**src/rtl/sdc_irq_pkg.sv**
```systemverilog
`timescale 1ns/1ps
package sdc_irq_pkg;
  // register offsets on the local bus
  localparam int OFS_FLAGS = 0;
  localparam int OFS_MASK  = 1;
endpackage

```
**src/rtl/sdc_fifo_flags.sv**
```systemverilog
`timescale 1ns/1ps
module sdc_fifo_flags (
  input  logic clk,
  input  logic rst,
  input  logic full_in,
  input  logic empty_in,
  output logic full_flag,
  output logic empty_flag
);
  logic full_prev, empty_prev;
  logic full_rise, empty_rise;

  assign full_rise  = full_in  & ~full_prev;
  assign empty_rise = empty_in & ~empty_prev;

  always_ff @(posedge clk) begin
    if (rst) begin
      full_prev  <= 1'b0;
      empty_prev <= 1'b1;
      full_flag  <= 1'b0;
      empty_flag <= 1'b1;
    end else begin
      full_prev  <= full_in;
      empty_prev <= empty_in;
      if (full_rise)       full_flag <= 1'b1;
      else if (empty_rise) full_flag <= 1'b0;
      if (empty_rise)      empty_flag <= 1'b1;
      else if (full_rise)  empty_flag <= 1'b0;
    end
  end


  full_set_chk: assert property (@(posedge clk) disable iff (rst)
    $rose(full_flag) |-> $past(full_in));

  full_clr_chk: assert property (@(posedge clk) disable iff (rst)
    $fell(full_flag) |-> $past(empty_in));

  empty_clr_chk: assert property (@(posedge clk) disable iff (rst)
    $fell(empty_flag) |-> $past(full_in));
endmodule

```
**src/rtl/sdc_evt_flags.sv**
```systemverilog
`timescale 1ns/1ps
module sdc_evt_flags #(
  parameter int EVT_N = 3
) (
  input  logic             clk,
  input  logic             rst,
  input  logic [EVT_N-1:0] evt_pulse,
  input  logic             card_busy,
  input  logic             rd_clr,
  output logic [EVT_N-1:0] evt_flags,
  output logic             busy_flag
);
  logic busy_prev;

  for (genvar i = 0; i < EVT_N; i++) begin : g_evt
    always_ff @(posedge clk) begin
      if (rst) evt_flags[i] <= 1'b0;
      else     evt_flags[i] <= evt_pulse[i] | (evt_flags[i] & ~rd_clr);
    end


    evt_set_chk: assert property (@(posedge clk) disable iff (rst)
      evt_pulse[i] |=> evt_flags[i]);

    evt_clr_chk: assert property (@(posedge clk) disable iff (rst)
      (rd_clr && !evt_pulse[i]) |=> !evt_flags[i]);
  end

  always_ff @(posedge clk) begin
    if (rst) begin
      busy_prev <= 1'b0;
      busy_flag <= 1'b0;
    end else begin
      busy_prev <= card_busy;
      busy_flag <= (card_busy & ~busy_prev) | (busy_flag & ~rd_clr);
    end
  end


  busy_clr_chk: assert property (@(posedge clk) disable iff (rst)
    (rd_clr && !card_busy) |=> !busy_flag);
endmodule

```
**src/rtl/sdc_mask_reg.sv**
```systemverilog
`timescale 1ns/1ps
module sdc_mask_reg #(
  parameter int W = 8
) (
  input  logic         clk,
  input  logic         rst,
  input  logic         wr,
  input  logic [W-1:0] wdata,
  output logic [W-1:0] mask
);
  always_ff @(posedge clk) begin
    if (rst)     mask <= '1;
    else if (wr) mask <= wdata;
  end


  mask_wr_chk: assert property (@(posedge clk) disable iff (rst)
    wr |=> (mask == $past(wdata)));
endmodule

```
**src/rtl/sdc_irq_unit.sv**
```systemverilog
`timescale 1ns/1ps
module sdc_irq_unit
  import sdc_irq_pkg::*;
#(
  parameter int EVT_N  = 3,
  parameter int FIFO_N = 2,
  parameter int ADDR_W = 1,
  parameter int REG_W  = 1 + EVT_N + 2 * FIFO_N
) (
  input  logic              clk,
  input  logic              rst,
  input  logic [EVT_N-1:0]  evt_pulse,
  input  logic              card_busy,
  input  logic [FIFO_N-1:0] fifo_full,
  input  logic [FIFO_N-1:0] fifo_empty,
  input  logic [ADDR_W-1:0] bus_addr,
  input  logic              bus_wr,
  input  logic              bus_rd,
  input  logic [REG_W-1:0]  bus_wdata,
  output logic [REG_W-1:0]  bus_rdata,
  output logic              irq
);
  localparam logic [ADDR_W-1:0] A_FLAGS = ADDR_W'(OFS_FLAGS);
  localparam logic [ADDR_W-1:0] A_MASK  = ADDR_W'(OFS_MASK);

  logic              sel_flags, sel_mask;
  logic              rd_clr, mask_wr;
  logic [EVT_N-1:0]  evt_flags;
  logic              busy_flag;
  logic [FIFO_N-1:0] full_flags, empty_flags;
  logic [REG_W-1:0]  flags, mask;

  assign sel_flags = (bus_addr == A_FLAGS);
  assign sel_mask  = (bus_addr == A_MASK);
  assign rd_clr    = bus_rd & sel_flags;
  assign mask_wr   = bus_wr & sel_mask;

  sdc_evt_flags #(.EVT_N(EVT_N)) u_evt (
    .clk       (clk),
    .rst       (rst),
    .evt_pulse (evt_pulse),
    .card_busy (card_busy),
    .rd_clr    (rd_clr),
    .evt_flags (evt_flags),
    .busy_flag (busy_flag)
  );

  for (genvar f = 0; f < FIFO_N; f++) begin : g_fifo
    sdc_fifo_flags u_ff (
      .clk        (clk),
      .rst        (rst),
      .full_in    (fifo_full[f]),
      .empty_in   (fifo_empty[f]),
      .full_flag  (full_flags[f]),
      .empty_flag (empty_flags[f])
    );
  end

  assign flags = {busy_flag, evt_flags, full_flags, empty_flags};

  sdc_mask_reg #(.W(REG_W)) u_mask (
    .clk   (clk),
    .rst   (rst),
    .wr    (mask_wr),
    .wdata (bus_wdata),
    .mask  (mask)
  );

  always_ff @(posedge clk) begin
    if (rst) begin
      bus_rdata <= '0;
      irq       <= 1'b0;
    end else begin
      irq <= |(flags & ~mask);
      if (bus_rd) begin
        if (sel_flags)     bus_rdata <= flags;
        else if (sel_mask) bus_rdata <= mask;
        else               bus_rdata <= '0;
      end
    end
  end


  irq_masked_chk: assert property (@(posedge clk) disable iff (rst)
    (&mask) |=> !irq);

  flag_wr_ign_chk: assert property (@(posedge clk) disable iff (rst)
    (bus_wr && sel_flags && !bus_rd && evt_pulse == '0 && $stable(card_busy)
     && $stable(fifo_full) && $stable(fifo_empty)) |=> $stable(flags));
endmodule

```
**config.mk**
```make
export PLATFORM = sky130hd
export DESIGN_NAME = sdc_irq_unit
export DESIGN_NICKNAME = d
export VERILOG_FILES = /design/src/rtl/sdc_irq_pkg.sv /design/src/rtl/sdc_fifo_flags.sv /design/src/rtl/sdc_evt_flags.sv /design/src/rtl/sdc_mask_reg.sv /design/src/rtl/sdc_irq_unit.sv
export SDC_FILE = /design/constraint.sdc
export NUM_CORES = 1
export LEC_CHECK = 0
export CORE_MARGIN = 2
export CORE_UTILIZATION = 45
export CTS_BUF_LIST = sky130_fd_sc_hd__clkbuf_16
export DETAILED_ROUTE_END_ITERATION = 10
export PLACE_DENSITY_LB_ADDON = 0.12
export SLEW_MARGIN = 20
export SYNTH_ARGS = -nofsm -noshare
export SYNTH_HDL_FRONTEND = slang
export SYNTH_HIERARCHICAL = 1
export SYNTH_SLANG_ARGS = --single-unit
```
**constraint.sdc**
```tcl
create_clock -name clk -period 1.6 [get_ports clk]
set_input_delay 0.32 -clock clk [delete_from_list [all_inputs] [get_ports clk]]
set_output_delay 0.32 -clock clk [all_outputs]
set_load 0.02 [all_outputs]
```
==> results, run 1 <==
- The run finished with clean final reports.
- The most common cell in the synthesized netlist is dfxtp_1.
- Entering global routing, the biggest net connects 17 pins.
- In this run the tightest slew margin relative to its limit is 71.4%.
- The finished cells cover 1680 um^2.
- Internal power comes to 1520 uW.
- At the worst endpoint, the required time is 1.28 ns.
- Setup repair after global routing left no endpoint under its margin.
- The maximum number of buffers from clock root to sink is 2.
- The final period utilization is 96.3%.
- Per report_power, the sequential group accounts for 43.1% of the total.
- Counting tap cells, the placed design contains a total of 177 instances.
- In this run the remaining antenna-violating nets after routing total 0.
- The fraction of registers with async set or reset after synthesis is 0%.
- In this run the static leakage power is 0.000712 uW.
- The largest driver fanout on the critical path is 2.
- After the last flow step, the layout net total stands at 175.
- CTS built an H-tree with a depth of 2.
- The count of final hold-check violations was 0.
- The area of the core is 2520 um^2.
- The count of unique library cells instantiated by Yosys is 22.
- The share of total power dissipated in combinational logic is 13.6%.
- The power density normalized to cell area is 1160 nW/um^2.
- The post-synthesis cell count is 117.
- The data arrival time of the worst path is 1.22 ns.
- The detailed-route wire length per cell is 12.9 um.
- The kind of capture point of the worst setup path is an output pin.
- The number of max-slew violations in the final report is 0.
- Walking the worst path, the cells encountered are clkdlybuf4s50_1.
- The clock period could shrink to 1.54 ns.
- After synthesis, the cell types taking the most area are dfxtp_1 50%, nor2b_1 8.8%, mux2i_1 6.6%, a211o_2 5.0%, a211oi_1 5.0%.
- For this configuration, the core starts out at a cell density of 48.0%.
- For this run, the leading register cell type out of synthesis is dfxtp_1.
- The net count after synthesis is 138.
- The cell area after placement is 1550 um^2.
- The relative area change from synthesis to final layout is 38.9%.
- For this design the top-level I/O count stands at 30.
- The number of core rows is 18.
- For the pin with the worst max-slew slack, the measured transition is 0.430 ns.
- The via count of the first global-routing pass is 943.
- Setup violations remaining at the end of the flow were counted as 0.
- The number of cells traversed by the worst hold path is 2.
- Before antenna repair, the detailed router went through 4 iterations.
- The number of remaining DRC errors is 0.
- The worst hold path terminates at bus_rdata[4].
- Net switching is 22.2% of the power.
- The number of buffers created by CTS is 5.
- Yosys printed 6 warnings.
- The critical path is of the reg -> out type.
- Summed over its instances, the top area cell type makes up 49.6% of the synthesized netlist area.
- Of the cells placed in the final design, the portion with a size suffix greater than 1 is 15.5%.
- During placement, the flow inserted port buffers numbering 29.
- The clock tree from TritonCTS is done.
- After clock tree synthesis, the clock-pin slew on the worst setup and hold paths is 0.05 ns.
- The buffering stage count on the worst path with inverters included is 1.
- Static timing analysis puts the maximum clock frequency at 0.649 GHz.
- STA classifies the critical path startpoint as a flip-flop.
- The final-layout fill cell count is 227.
- The power share of the clock group is 43.2%.
- The mean area per synthesized cell is 10.4 um^2.
- The root buffer cell is clkbuf_16.
- The power spent charging and discharging nets is 434 uW.
- The final route contains 958 vias.
- The cell with the biggest individual delay on the critical path is clkdlybuf4s50_1.
- The total overflow left after global routing is 0.
- In this run, synthesis produced a sequential element count of 30.
- The number of clock sinks seen by CTS is 30.
- Ranked by instance count, the synthesized netlist is headed by 30 x dfxtp_1, 17 x nor2b_1.
- The worst vdd rail ir drop is 822 uV.
- In this run the critical register-to-register path is captured at irq.
- The number of synthesized flops with an enable pin is 0.
- The initial detailed-routing violation count is 21.
- Summing the sequential cell areas from Yosys gives 49.6% of the chip area.
- Once detailed placement completed, the half-perimeter wirelength came to 1750 um.
- From bottom edge to top edge, the die measures 55.9 um.
- The finished layout holds 185 standard cells, fillers aside.
- The class of the tightest hold or removal check is reg -> reg.
- The global-route total usage across every layer is 17.2%.
- The startpoint identified for the worst register-to-register timing path is g_fifo[0].u_ff/full_flag.
- In this design, the largest share of critical-path delay is due to buffers and inverters.
- The clock insertion delay at the later pin of the skew report is 0.27 ns.
- The number of antenna violations at the first check in global routing was 0.
- The post-cts repair resize count is 0.
- The count of buffers added by post-CTS timing repair for setup is 0.
- The instance count on the critical path is 1.
- For this design, the CTS-stage hold fixing added 0 buffers.
- The cell area that synthesis handed to floorplanning was 1210 um^2.
- The beginning of the worst hold path is bus_rdata[4].
- The biggest cell delay along the critical path is 0.61 ns.
- The die outline width is 55.9 um.
- Across the routed clock network, the largest skew measured is 0.00425 ns.
- The first global-routing pass estimated 4060 um of wire.
- After detailed routing, the number of vias per cell comes to 5.18.
- The detailed-route wire length is 2390 um.
- The congestion estimate from routability-driven global placement came to 0.739.
- The library cell occupying the most area in the post-synthesis netlist is dfxtp_1.
- The share of the core filled with cells is 66.7%.
- The number of cells on the worst reg-to-reg path is 3.
- The antenna diode count is 0.
- The floorplan die area is 3120 um^2.
- The tool flagged a number of max-cap violations equal to 0.
- The slack of the worst reg-to-reg path is 0.56 ns.
-- worst max path at each step --
| stage | from | to | slack, ns |
|---|---|---|---|
| after floorplan | bus_addr | u_mask/mask[5] | 0.38 |
| after global placement | bus_addr | u_mask/mask[2] | -0.02 |
| after detailed placement | bus_addr | u_mask/mask[3] | -0.07 |
| after CTS | bus_rdata[6] | bus_rdata[6] | 0.05 |
| after global routing | bus_rdata[6] | bus_rdata[6] | 0.03 |
| final | bus_rdata[6] | bus_rdata[6] | 0.06 |
-- power groups by stage --
stage | Sequential [uW] | Clock (uW) | Combinational, uW
global route | 848 | 905 | 290
detailed placement | 856 | 0 | 266
floorplan | 870 | 0 | 126
finish | 842 | 844 | 266
CTS | 843 | 866 | 269
global placement | 854 | 0 | 259
-- cells in the final DEF, fill, tap and decap left out --
| master | count |
|---|---|
| a2111oi_2 | 1 |
| a211o_1 | 4 |
| a211o_2 | 6 |
| a211oi_1 | 8 |
| a21oi_1 | 3 |
| a21oi_2 | 1 |
| a22oi_1 | 2 |
| a31oi_1 | 1 |
| and2_1 | 1 |
| buf_4 | 7 |
| clkbuf_16 | 5 |
| clkdlybuf4s50_1 | 29 |
| clkinv_1 | 3 |
| dfxtp_1 | 30 |
| inv_1 | 8 |
| mux2i_1 | 8 |
| nand2b_1 | 6 |
| nand2b_4 | 2 |
| nor2_1 | 8 |
| nor2b_1 | 17 |
| o22ai_1 | 2 |
| or2_2 | 2 |
| or2b_1 | 1 |
-- sequential cells by signal, summed over array words and instances, names as in the netlist --
signal	cells
g_fifo.u_ff/full_flag	2
u_evt/evt_flags	3
g_fifo.u_ff/full_prev	2
g_fifo.u_ff/empty_prev	2
u_mask/mask	8
bus_rdata	8
u_evt/busy_prev	1
g_fifo.u_ff/empty_flag	2
u_evt/busy_flag	1
irq	1
-- layer usage --
| metal | up-vias | global-route usage [%] | routed length [um] |
|---|---|---|---|
| li1 | 479 | - | - |
| met1 | 453 | 19.3 | 1010 |
| met2 | 22 | 29.3 | 1230 |
| met3 | 4 | 5.81 | 117 |
| met4 | 0 | 8.16 | 28 |
| met5 | - | 0 | 0 |
-- through the flow --
stage | power (uW) | hold WS [ns] | setup WS [ns] | setup TNS, ns
after floorplan | 996 | 0.382 | 0.380 | 0
after global placement | 1110 | 0.472 | -0.0215 | -0.118
after detailed placement | 1120 | 0.478 | -0.0664 | -0.372
after CTS | 1980 | 0.484 | 0.0475 | 0
after global routing | 2040 | 0.509 | 0.0253 | 0
final | 1950 | 0.481 | 0.0599 | 0
-- logic make-up (layout without fill, tap and decap cells) --
kind of cell / Yosys count / after routing / synth area share, %
compound gates: 28 / 28 / 18.8
flops: 30 / 30 / 49.6
simple gates: 37 / 37 / 18.8
buf+inv: 14 / 52 / 6.20
mux: 8 / 8 / 6.61
-- cell type report --
cell class | instances | area (um^2) | share of cell area (%)
Clock inverter | 3 | 11.3 | 0.669
Inverter | 8 | 30.0 | 1.78
Multi-Input combinational cell | 73 | 536 | 31.8
Timing Repair Buffer | 36 | 343 | 20.4
Clock buffer | 5 | 125 | 7.43
Tap cell | 30 | 37.5 | 2.23
Sequential cell | 30 | 601 | 35.7
Power figures use the tool's default switching activity.
==> run 2, diff against run 1 <==
--- a/config.mk
+++ b/config.mk
@@ -6,7 +6,7 @@
 export NUM_CORES = 1
 export LEC_CHECK = 0
 export CORE_MARGIN = 2
-export CORE_UTILIZATION = 45
+export CORE_UTILIZATION = 40
 export CTS_BUF_LIST = sky130_fd_sc_hd__clkbuf_16
 export DETAILED_ROUTE_END_ITERATION = 10
 export PLACE_DENSITY_LB_ADDON = 0.12
==> run 2 against run 1 <==
  * Power rose by 0.28%
  * Core utilization is 6.9 points lower
  * Combinational power about the same
  * Fmax grew 0.94%
  * Die area rose by 12%
  * Wire length down 0.96%
  * Sequential power about the same
  * Worst hold slack better by 0.0045 ns
  * Critical path depth unchanged
  * Register-to-register slack about the same
  * Cell count unchanged
  * Non-clock buffer count is 1 lower
  * Largest power group unchanged
  * Highest routed layer unchanged
==> results, run 2 (same netlist as run 1, synthesis figures left out) <==
- The flow ran to the end, and the final reports show no timing, DRC or antenna violations.
- The startpoint of the worst-slack reg-to-reg timing path is g_fifo[0].u_ff/full_flag.
- The shortest period the worst path allows is 1.53 ns (-0.0143 ns).
- The area of the core is 2810 um^2 (+11%).
- The number of antenna violations at the first check in global routing is 0 (unchanged).
- The class of the tightest hold or removal check is reg -> reg.
- The buffering stage count on the worst path with inverters included was 1 (unchanged).
- In this run the worst setup path begins at bus_rdata[0].
- The pin slew with the least headroom to its limit came to 0.361 ns (-0.0688 ns).
- The share of layout cells above drive strength 1 is 15.6% (+0.10 points).
- The clock-pin slew on the worst setup and hold paths is 0.05 ns (about the same).
- The routability congestion estimate from global placement was 0.735 (-0.62%).
- The instance count on the critical path was 1 (unchanged).
- The overflow left after global routing came to 0 (unchanged).
- The length of the first detailed-routing pass in iterations was 4 (unchanged).
- The overall via count from detail_route came to 925 (-3.4%).
- Grouping stages by cell kind, the critical path spends the most delay in buffers and inverters.
- The relative area change from synthesis to final layout is 38.5%.
- The relative max-transition margin is 75.9% (+4.6 points).
- The biggest cell delay along the critical path came to 0.60 ns (about the same).
- The clock insertion delay at the later pin of the skew report is 0.27 ns (about the same).
- The final clock skew is 0.00519 ns (+0.000949 ns).
- The final period utilization is 95.4% (-0.90 points).
- The maximum operating frequency is 0.655 GHz (+0.94%).
- The via-per-instance ratio is 5.00 (-3.4%).
- The worst vdd rail ir drop is 683 uV (-17%).
- The pin count of the biggest net entering global routing is 17 (unchanged).
- The detailed route wirelength on metal3 is 122 um (+4.3%).
- The library cells used most frequently in the layout, excluding fill and tap cells, are 30 x dfxtp_1, 29 x clkdlybuf4s50_1, 17 x nor2b_1.
- The largest driver fanout on the critical path is 2 (unchanged).
- The number of buffers created by CTS is 5 (unchanged).
- The number of placed I/O pins is 30 (unchanged).
- The detailed-route wire length came to 2360 um (-0.96%).
- The count of final hold-check violations is 0 (unchanged).
- The number of buffers added to fix hold violations after cts is 0 (unchanged).
- The height of the chip is 59.0 um (+5.6%).
- The static power due to leakage was 0.000713 uW (+0.18%).
- The uppermost layer routed is met4.
- The cell area after placement is 1540 um^2 (-0.40%).
- The number of core rows came to 19 (+1).
- Setup repair after global routing left no endpoint under its margin.
- The worst setup path is captured at an output pin.
- The depth of the worst register-to-register path is 3 (unchanged).
- In the final layout, the registers with the most flip-flops are bus_rdata x8, u_mask/mask x8, u_evt/evt_flags x3.
- The data arrival time of the worst path is 1.21 ns (about the same).
- The global-route wire length before repair is 3840 um (-5.6%).
- The most frequent standard cell in the layout excluding fill and tap cells is dfxtp_1.
- The slack of the worst reg-to-reg path was 0.56 ns (about the same).
- The data required time of the worst path is 1.28 ns (about the same).
- The placed instance count came to 177 (unchanged).
- The final setup violation count is 0 (unchanged).
- Traced cell by cell, the critical path runs through clkdlybuf4s50_1.
- The filler-free cell count of the finished design came to 185 (unchanged).
- The detailed-route wire length per cell is 12.8 um (-0.96%).
- In this run the critical register-to-register path is captured at irq.
- The routed metal-1 wire length is 1070 um (+6.5%).
- The starting density of the core is 43.2% (-4.8 points).
- The maximum number of buffers from clock root to sink is 2 (unchanged).
- The post-detailed-placement half-perimeter wirelength was 1760 um (+0.71%).
- The count of maximum capacitance violations was 0 (unchanged).
- The total number of nets in the final design is 174 (-0.57%).
- The floorplan die area is 3480 um^2 (+12%).
- The number of max-slew violations in the final report came to 0 (unchanged).
- The via count of the first global-routing pass is 878 (-6.9%).
- The total non-filler cell area in the finished layout came to 1680 um^2 (-0.30%).
- TritonCTS built the clock tree.
- The die outline width is 59.0 um (+5.6%).
- The antenna diode count is 0 (unchanged).
- The root buffer cell is clkbuf_16.
- The count of nets left with antenna violations after detail routing was 0 (unchanged).
- The H-tree depth is 2 (unchanged).
- The global-route total usage across every layer is 15.3% (-2.0 points).
- The worst setup path category is reg -> out.
- The met2 wire length is 1150 um (-7.0%).
- The number of port buffers is 29 (unchanged).
- The post-cts repair resize count is 0 (unchanged).
- The count of buffers added by post-CTS timing repair for setup is 0 (unchanged).
- The power density normalized to cell area is 1170 nW/um^2 (+0.58%).
- The end point of the critical path is bus_rdata[0].
- The number of remaining DRC errors came to 0 (unchanged).
- The element type at the critical path start is a flip-flop.
- The cell with the biggest individual delay on the critical path is clkdlybuf4s50_1.
- The initial detailed-routing violation count is 54 (+160%).
- The number of clock sinks seen by CTS was 30 (unchanged).
==> run 2: power breakdown <==
part | total [uW] | internal (uW) | switching [uW] | leakage [uW]
sequential | 841 | 806 | 34.6 | 0.000250
clock | 852 | 559 | 293 | 0.0000724
combinational | 264 | 154 | 110 | 0.000391
total | 1960 | 1520 | 438 | 0.000713
==> run 2: routing by layer <==
metal | vias up | GRT usage, %
li1 | 473 | -
met1 | 427 | 17.5
met2 | 23 | 24.6
met3 | 2 | 5.90
met4 | 0 | 7.79
met5 | - | 0
==> run 2: cell type report <==
type | count | area [um^2]
fill | 256 | 1130
sequential | 30 | 601
inverter | 8 | 30.0
multi-input combinational | 73 | 536
clock buffer | 5 | 125
clock inverter | 3 | 12.5
tap | 31 | 38.8
timing repair buffer | 35 | 335
==> run 2: how the worst min path moves through the flow <==
stage | from | endpoint | slack, ns | depth (start not counted)
6_report | bus_rdata[6] | bus_rdata[6] | 0.49 | 2
5_1_grt | bus_rdata[6] | bus_rdata[6] | 0.50 | 2
4_1_cts | bus_rdata[6] | bus_rdata[6] | 0.49 | 2
3_5_place_dp | bus_rdata[6] | bus_rdata[6] | 0.48 | 2
3_3_place_gp | bus_rdata[2] | bus_rdata[2] | 0.47 | 2
2_1_floorplan | rst | u_evt/busy_flag | 0.38 | 1
==> run 2: per-stage QoR <==
stage                     utilization [%]  setup TNS, ns  power [uW]  hold WS (ns)  worst slack (ns)
after floorplan                         -              0         996         0.382             0.380
after CTS                            59.8              0        1990         0.489            0.0643
after global routing                 59.8              0        2050         0.501            0.0375
final                                59.8              0        1960         0.486            0.0742
after global placement               54.9        -0.0126        1110         0.474           -0.0126
after detailed placement             54.9        -0.0533        1120         0.482           -0.0275
==> run 3, diff against run 2 <==
--- a/config.mk
+++ b/config.mk
@@ -6,7 +6,7 @@
 export NUM_CORES = 1
 export LEC_CHECK = 0
 export CORE_MARGIN = 2
-export CORE_UTILIZATION = 40
+export CORE_UTILIZATION = 47
 export CTS_BUF_LIST = sky130_fd_sc_hd__clkbuf_16
 export DETAILED_ROUTE_END_ITERATION = 10
 export PLACE_DENSITY_LB_ADDON = 0.12
==> run 3 against run 2 <==
  * Cell count decreased by 1.6%
  * Clock skew decreased by 0.0028 ns
  * Critical path depth unchanged
  * Core utilization increased by 8.0 points
  * Global-route usage increased by 4.0 points
  * Largest power group is now registers
  * Highest routed layer is now met3
==> results, run 3 (same netlist as run 1, synthesis figures left out) <==
- The root buffer cell is clkbuf_16.
- The part of the power in registers is 43.4% (+0.4 points).
- The count of maximum capacitance violations was 0 (unchanged).
- The number of buffers added to fix hold violations after cts came to 0 (unchanged).
- The post-cts repair resize count was 0 (unchanged).
- The largest individual stage delay along the critical path comes from the cell clkdlybuf4s50_1.
- The count of buffers added by post-CTS timing repair for setup came to 0 (unchanged).
- The biggest cell delay along the critical path is 0.60 ns (about the same).
- The shortest period the worst path allows is 1.53 ns (+0.000159 ns).
- The flow ran to the end, and the final reports show no timing, DRC or antenna violations.
- The power spent charging and discharging nets is 427 uW (-2.6%).
- Leaving out fill and tap cells, the most frequent cell in the layout is dfxtp_1.
- The detailed-route wire length per cell is 12.4 um (-2.7%).
- The number of placed I/O pins was 30 (unchanged).
- The clock-pin slew on the worst setup and hold paths came to 0.05 ns (about the same).
- The switching power share of the total is 22.0% (-0.36 points).
- The final clock skew is 0.00237 ns (-0.00282 ns).
- The overflow left after global routing was 0 (unchanged).
- The cell area after placement is 1530 um^2 (-0.57%).
- The via count of the first global-routing pass was 880 (+0.23%).
- The total non-filler cell area in the finished layout is 1660 um^2 (-0.82%).
- The height of the chip is 54.8 um (-7.2%).
- The global-route wire length before repair is 3850 um (+0.36%).
- The family with the most delay on the worst path is buffers and inverters.
- The critical path goes through clkdlybuf4s50_1.
- The number of max-slew violations in the final report came to 0 (unchanged).
- The placement-stage worst setup slack is -0.0697 ns (-0.0422 ns).
- The clock tree from TritonCTS is done.
- The buffering stage count on the worst path with inverters included is 1 (unchanged).
- The final setup violation count came to 0 (unchanged).
- The detailed-route wire length was 2260 um (-4.2%).
- The die outline width is 54.8 um (-7.2%).
- The static power due to leakage was 0.000708 uW (-0.74%).
- The overall via count from detail_route is 901 (-2.6%).
- The cell-internal power is 1510 uW (-0.56%).
- The maximum operating frequency is 0.655 GHz (about the same).
- The fraction of power consumed by combinational cells is 13.5% (about the same).
- The worst vdd rail ir drop came to 968 uV (+42%).
- The H-tree depth is 2 (unchanged).
- The share of layout cells above drive strength 1 is 14.5% (-1.1 points).
- The worst path setup slack after routing is 0.0741 ns (-0.000159 ns).
- The critical path is of the reg -> out type.
- The final period utilization is 95.4% (about the same).
- The power share of the clock group is 43.1% (-0.4 points).
- The total number of nets in the final design came to 173 (-0.57%).
- The relative max-transition margin was 71.8% (-4.2 points).
- The floorplan die area is 3000 um^2 (-14%).
- The worst setup path is captured at an output pin.
- The area of the core is 2450 um^2 (-12%).
- The pin count of the biggest net entering global routing is 18 (+1).
- The data arrival time of the worst path is 1.21 ns (about the same).
- The class of the tightest hold or removal check is reg -> reg.
- The number of buffers created by CTS was 5 (unchanged).
- The pin slew with the least headroom to its limit was 0.423 ns (+0.0624 ns).
- The number of remaining DRC errors is 0 (unchanged).
- The number of clock sinks seen by CTS was 30 (unchanged).
- The starting density of the core was 49.3% (+6.2 points).
- The post-detailed-placement half-perimeter wirelength is 1690 um (-4.2%).
- The count of nets left with antenna violations after detail routing is 0 (unchanged).
- The number of antenna violations at the first check in global routing came to 0 (unchanged).
- In the layout the commonest cells are 30 x dfxtp_1, 29 x clkdlybuf4s50_1, 17 x nor2b_1.
- The number of port buffers came to 29 (unchanged).
- The number of core rows is 18 (-1).
- The largest driver fanout on the critical path is 2 (unchanged).
- The data required time of the worst path is 1.28 ns (about the same).
- The length of the first detailed-routing pass in iterations is 3 (-1).
- STA classifies the critical path startpoint as a flip-flop.
- The global-route total usage across every layer is 19.2% (+4.0 points).
- The area growth from synthesis to layout is 37.4%.
- The antenna diode count is 0 (unchanged).
- The power density normalized to cell area was 1160 nW/um^2 (-0.20%).
- The final-layout fill cell count is 213 (-17%).
- The routability congestion estimate from global placement is 0.729 (-0.71%).
- The clock insertion delay at the later pin of the skew report was 0.27 ns (about the same).
- The total negative slack for setup checks is 0 ns (unchanged).
- The maximum number of buffers from clock root to sink came to 2 (unchanged).
- The count of final hold-check violations is 0 (unchanged).
- The via-per-instance ratio was 4.95 (-0.99%).
- The initial detailed-routing violation count is 3 (-94%).
- In the final layout, the registers with the most flip-flops are bus_rdata x8, u_mask/mask x8, u_evt/evt_flags x3.
- Setup repair after global routing left no endpoint under its margin.
-- run 3: cell types whose count changed in the layout (fill, tap and decap cells not counted), sizes merged --
cell	previous run	this run
clkinv	2	0
inv	9	10
buf	6	5
-- run 3: cell type report --
cell class / instances / area (um^2) / area share [%]
Clock inverter: 2 / 7.51 / 0.451
Multi-Input combinational cell: 73 / 536 / 32.2
Inverter: 8 / 30.0 / 1.80
Timing Repair Buffer: 34 / 328 / 19.7
Tap cell: 30 / 37.5 / 2.26
Clock buffer: 5 / 125 / 7.52
Sequential cell: 30 / 601 / 36.1
-- run 3: metal layers --
metal | GRT usage [%] | part of all wire [%]
met4 | 8.75 | 0
met1 | 21.1 | 45
met5 | 0 | 0
met3 | 9.84 | 6.4
met2 | 30.6 | 49
-- run 3: worst paths after layout --
kind                                                from                        to  slack (ns)  cells past startpoint
worst min register to register  g_fifo[1].u_ff/full_flag  g_fifo[1].u_ff/full_flag        0.49                      2
worst max register to register  g_fifo[0].u_ff/full_flag                       irq        0.57                      3
worst min-delay path            g_fifo[1].u_ff/full_flag  g_fifo[1].u_ff/full_flag        0.49                      2
worst max-delay path                        bus_rdata[0]              bus_rdata[0]        0.07                      1
-- run 3: stage by stage --
step                      total power, uW  std cells  hold WS (ns)  util, %
final                                1940        182         0.485     67.8
after global routing                 2030        182         0.500     67.8
after CTS                            1970        182         0.486     67.8
after detailed placement             1120        175         0.478     62.4
after global placement               1110        175         0.472     62.4
after floorplan                       996        117         0.382        -
-- run 3: worst register-to-register path, stage by stage, from the launching register on --
cell and delay [ns]:
dfxtp_1 0.31, nor2b_1 0.14, a2111oi_2 0.33, a31oi_1 0.13
-- run 3: power by group through the flow --
stage	clock network (uW)	logic, uW	registers [uW]
detailed placement	0	264	854
CTS	862	265	841
global placement	0	256	853
global route	899	289	846
finish	835	262	840
floorplan	0	126	870
